`src/rtl/palu_pkg.sv`:
```
package palu_pkg;

  typedef logic [3:0] tt4_t;

  // Positions of the link-term enables inside link_sel
  localparam int LNK_PROP = 0;  // incoming link AND pair output
  localparam int LNK_GEN  = 1;  // op_a AND NOT pair output
  localparam int LNK_FWDA = 2;  // forward op_a bit
  localparam int LNK_FWDB = 3;  // forward op_b bit

  // Look up a 2-input truth table, hi is the high index bit
  function automatic logic tt_pick(input tt4_t tt, input logic hi, input logic lo);
    return tt[{hi, lo}];
  endfunction

  // Outgoing link of one stage
  function automatic logic link_next(input tt4_t sel, input logic lin,
                                     input logic pe, input logic a, input logic b);
    logic [3:0] terms;
    terms[LNK_PROP] = lin & pe;
    terms[LNK_GEN]  = a & ~pe;
    terms[LNK_FWDA] = a;
    terms[LNK_FWDB] = b;
    return |(sel & terms);
  endfunction

endpackage

```
`src/rtl/palu_pairfn.sv`:
```
module palu_pairfn #(
  parameter int W = 8
) (
  input  logic [W-1:0]      op_a,
  input  logic [W-1:0]      op_b,
  input  palu_pkg::tt4_t    pair_tt,
  output logic [W-1:0]      pair_o
);
  import palu_pkg::*;

  for (genvar k = 0; k < W; k++) begin : g_bit
    assign pair_o[k] = tt_pick(pair_tt, op_a[k], op_b[k]);
  end

endmodule

```
`src/rtl/palu_ripple.sv`:
```
module palu_ripple #(
  parameter int W = 8
) (
  input  logic [W-1:0]      op_a,
  input  logic [W-1:0]      op_b,
  input  logic [W-1:0]      pair_v,
  input  palu_pkg::tt4_t    merge_tt,
  input  palu_pkg::tt4_t    link_sel,
  input  logic              reverse,
  input  logic              link_in,
  output logic [W-1:0]      result,
  output logic              link_out
);
  import palu_pkg::*;

  localparam int IW = (W > 1) ? $clog2(W) : 1;

  // One walk along the chain; the stage order follows the direction bit
  always_comb begin
    logic          lnk;
    logic [W-1:0]  res_v;
    logic [IW-1:0] k;
    lnk   = link_in;
    res_v = '0;
    for (int s = 0; s < W; s++) begin
      k        = reverse ? IW'(W - 1 - s) : IW'(s);
      res_v[k] = tt_pick(merge_tt, lnk, pair_v[k]);
      lnk      = link_next(link_sel, lnk, pair_v[k], op_a[k], op_b[k]);
    end
    result   = res_v;
    link_out = lnk;
  end

  // With every link term disabled no link may leave the chain
  always_comb begin
    if (link_sel == 4'd0)
      assert_link_quiet_R4: assert (link_out == 1'b0)
        else $error("link_out active with link_sel zero");
  end

endmodule

```
`src/rtl/palu_core.sv`:
```
module palu_core #(
  parameter int W = 8
) (
  input  logic [W-1:0] op_a,
  input  logic [W-1:0] op_b,
  input  logic [3:0]   pair_tt,
  input  logic [3:0]   merge_tt,
  input  logic [3:0]   link_sel,
  input  logic         reverse,
  input  logic         link_in,
  output logic [W-1:0] result,
  output logic         link_out
);

  logic [W-1:0] pair_w;

  palu_pairfn #(.W(W)) u_pair (
    .op_a    (op_a),
    .op_b    (op_b),
    .pair_tt (pair_tt),
    .pair_o  (pair_w)
  );

  palu_ripple #(.W(W)) u_chain (
    .op_a     (op_a),
    .op_b     (op_b),
    .pair_v   (pair_w),
    .merge_tt (merge_tt),
    .link_sel (link_sel),
    .reverse  (reverse),
    .link_in  (link_in),
    .result   (result),
    .link_out (link_out)
  );

  // Arithmetic and shift code points checked against plain word arithmetic
  logic [W:0]   sum_ref;
  logic [W-1:0] logic_ref;
  always_comb begin
    sum_ref   = {1'b0, op_a} + {1'b0, op_b};
    logic_ref = ({W{pair_tt[3]}} &  op_a &  op_b) | ({W{pair_tt[2]}} &  op_a & ~op_b) |
                ({W{pair_tt[1]}} & ~op_a &  op_b) | ({W{pair_tt[0]}} & ~op_a & ~op_b);

    if (pair_tt == 4'd6 && merge_tt == 4'd6 && link_sel == 4'd3 && !reverse && !link_in)
      assert_add_sum_R5: assert ({link_out, result} == sum_ref)
        else $error("add mismatch");

    if (pair_tt == 4'd9 && merge_tt == 4'd6 && link_sel == 4'd3 && !reverse && link_in)
      assert_sub_diff_R6: assert (result == W'(op_a - op_b) && link_out == (op_a >= op_b))
        else $error("sub mismatch");

    if (merge_tt == 4'd10 && link_sel == 4'd0 && reverse)
      assert_logic_word_R10: assert (result == logic_ref && !link_out)
        else $error("logic mismatch");

    if (pair_tt == 4'd0 && merge_tt == 4'd12 && link_sel == 4'd4 && !reverse)
      assert_shift_left_R11: assert (result == {op_a[W-2:0], link_in} && link_out == op_a[W-1])
        else $error("shift left mismatch");

    if (pair_tt == 4'd0 && merge_tt == 4'd12 && link_sel == 4'd8 && reverse)
      assert_shift_right_R12: assert (result == {link_in, op_b[W-1:1]} && link_out == op_b[0])
        else $error("shift right mismatch");
  end

endmodule

```
`config.mk`:
```
export PLATFORM = sky130hd
export DESIGN_NAME = palu_core
export DESIGN_NICKNAME = d
export VERILOG_FILES = /design/src/rtl/palu_pkg.sv /design/src/rtl/palu_pairfn.sv /design/src/rtl/palu_ripple.sv /design/src/rtl/palu_core.sv
export SDC_FILE = /design/constraint.sdc
export NUM_CORES = 1
export LEC_CHECK = 0
export BUFFER_PORTS_ARGS = -buffer_cell sky130_fd_sc_hd__buf_2
export CORE_ASPECT_RATIO = 0.75
export CORE_MARGIN = 3
export CORE_UTILIZATION = 49
export DETAILED_ROUTE_END_ITERATION = 12
export PLACE_DENSITY_LB_ADDON = 0.12
export SLEW_MARGIN = 15
export SYNTH_ARGS = -nofsm -noshare
export SYNTH_HDL_FRONTEND = slang
export SYNTH_HIERARCHICAL = 1
export SYNTH_SLANG_ARGS = --single-unit
```
`constraint.sdc`:
```
create_clock -name vclk -period 3.3
set_clock_uncertainty 0.1 [all_clocks]
set_input_delay 0.66 -clock vclk [all_inputs]
set_output_delay 0.66 -clock vclk [all_outputs]
set_load 0.05 [all_outputs]
```
==> impl_metrics.tcl <==
set metrics [dict create \
    status "finished, violations left" \
    violations "negative setup slack" \
    fillCellCount 63 \
    grt-ovfl-total 0 \
    initial_core_util_pct 54.98 \
    power_density_nw_per_um2 287.6 \
    drc 0 \
    hold_slack_ns 1.782 \
    area_delta_synth_final_pct 71.78 \
    drt-initial-drc-count 261 \
    tns_ns -5.231 \
    antenna-diode-count 0 \
    hold_viol_final 0 \
    antenna_left 0 \
    die_area_um2 3027 \
    dp_cells 227 \
    grt_pass1_wl_um 8038 \
    dp_slack_ns -0.6505 \
    finalNetCount 235 \
    ctsHoldBuffers 0 \
    seq_area_um2 0 \
    design.seq.count 0 \
    slew_headroom_pct 68.01 \
    layout_min_cycle_time_ns 4.002 \
    place_area_um2 1750 \
    drive_above_1_share_pct 68.47 \
    nClkBuffers 0 \
    worst_path_dominant_cell_family "multiplexers" \
    multi_input_area_um2 1294 \
    hold_class "in2out" \
    slowest_delay_ns 0.53 \
    startpoint_type "primary input" \
    fin_ws_ns -0.7024 \
    power_leakage_nw 0.8824 \
    drtPass1Iterations 7 \
    wl_per_cell_um 26.63 \
    yosysSeqAreaShare_pct 0 \
    hpwl_um 3417 \
    fin_crit_sh_pct 121.3 \
    worst_pin_slew_ns 0.4777 \
    setup_violations 9 \
    wl_met2_um 2703 \
    ios 39 \
    final_cell_mix "42 x buf_4, 24 x buf_2, 12 x buf_6, 12 x nand2_1, 12 x mux4_2" \
    via_count 1764 \
    maxSlewViolCount 0 \
    syn_area_um2 1175 \
    first_global_vias 1639 \
    portBuffers 39 \
    syn_inst 126 \
    dr_wl_met3_um 925 \
    ir_worst_vdd_mv 0.1570 \
    clock.fmax_mhz 249.9 \
    critPathBufInv 2 \
    ys_types 41 \
    num_rows 14 \
    grt_max_degree 13 \
    core_area_um2 2137 \
    fin_cells 235 \
    cp_slowest_cell "mux4_2" \
    die_x_um 62.54 \
    required_ns 2.54 \
    rsz0062_at_grt "true" \
    maxCapViolCount 0 \
    avgSynthCellArea_um2 9.324 \
    crit_arrival_ns 3.24 \
    top_layer "met4" \
    met1_length_um 2125 \
    gp_congestion 0.8706 \
    ys_warn_count 6 \
    path_cells "buf_8 -> mux4_2 -> mux2i_4 -> o211ai_1 -> a21oi_4 -> o311ai_4 -> nand3_2 -> mux4_2 -> mux2_4 -> buf_8" \
    antenna_found_initial 0 \
    finalWirelength_um 6257 \
    design_area_um2 2018 \
    criticalPathCategory "in2out" \
    mostFrequentLayoutCell "buf_4" \
    vias_per_cell 7.506 \
    die_y_um 48.41 \
    grt_usage_pct 33.33 \
    synth_nets 156 \
    critPathCaptureType "output port" \
    crit_fanout 8 \
]
==> through the flow <==
stage	util, %	power, W
after floorplan	-	0.0003186
after global placement	81.91	0.0004348
after detailed placement	81.91	0.0004494
after CTS	88.82	0.0005018
after global routing	94.44	0.0005970
final	94.44	0.0005804
==> cells by family (layout without fill, tap and decap cells) <==
kind of cell    count (synthesis)  after routing  synth area share [%]
mux                            45             45                 56.87
compound gates                 37             37                 22.04
simple gates                   29             29                 11.08
buf+inv                        15             92                 10.01
==> repair_timing <==
action                                  4_1_cts  5_1_grt
gates resized for setup                      38       17
pin swaps                                     6        7
cloned                                        0        0
hold endpoints to repair                      0        0
endpoints found under the setup margin        9        9
buffers inserted                              3        5
==> power by group <==
group | total (W) | internal (W) | switching [W]
Sequential | 0 | 0 | 0
Clock | 0 | 0 | 0
Combinational | 0.000580 | 0.000262 | 0.000318
==> cell type report <==
| class | count | share of cell area, % |
|---|---|---|
| Multi-Input combinational cell | 111 | 64.10 |
| Timing Repair Buffer | 83 | 32.24 |
| Inverter | 9 | 1.674 |
| Tap cell | 32 | 1.984 |
==> metal layers <==
metal / vias to the layer above / track usage [%]
li1: 655 / -
met1: 830 / 39.13
met2: 212 / 58.76
met3: 67 / 6.944
met4: 0 / 14.65
met5: - / 0
==> path summary, 6_finish.rpt <==
| check | start | slack, ns | cells past startpoint | endpoint |
|---|---|---|---|---|
| min | op_b[0] | 1.78 | 5 | link_out |
| max | pair_tt[3] | -0.70 | 10 | result[1] |
==> Yosys cell counts (3+ instances only) <==
master    n  area (µm²)
mux2_4    4       60.06
mux4_2   11       247.7
mux2i_1  12       120.1
mux2_2    6       67.56
mux2_1    7       78.83
a21oi_1  13       65.06
mux2i_2   3       41.29
inv_1     8       30.03
o21ai_0   3       15.01
nand2_1  12       45.04
o21ai_1   3       15.01
nor2_1    9       33.78
Note: power is estimated with default switching activity, not from simulation.
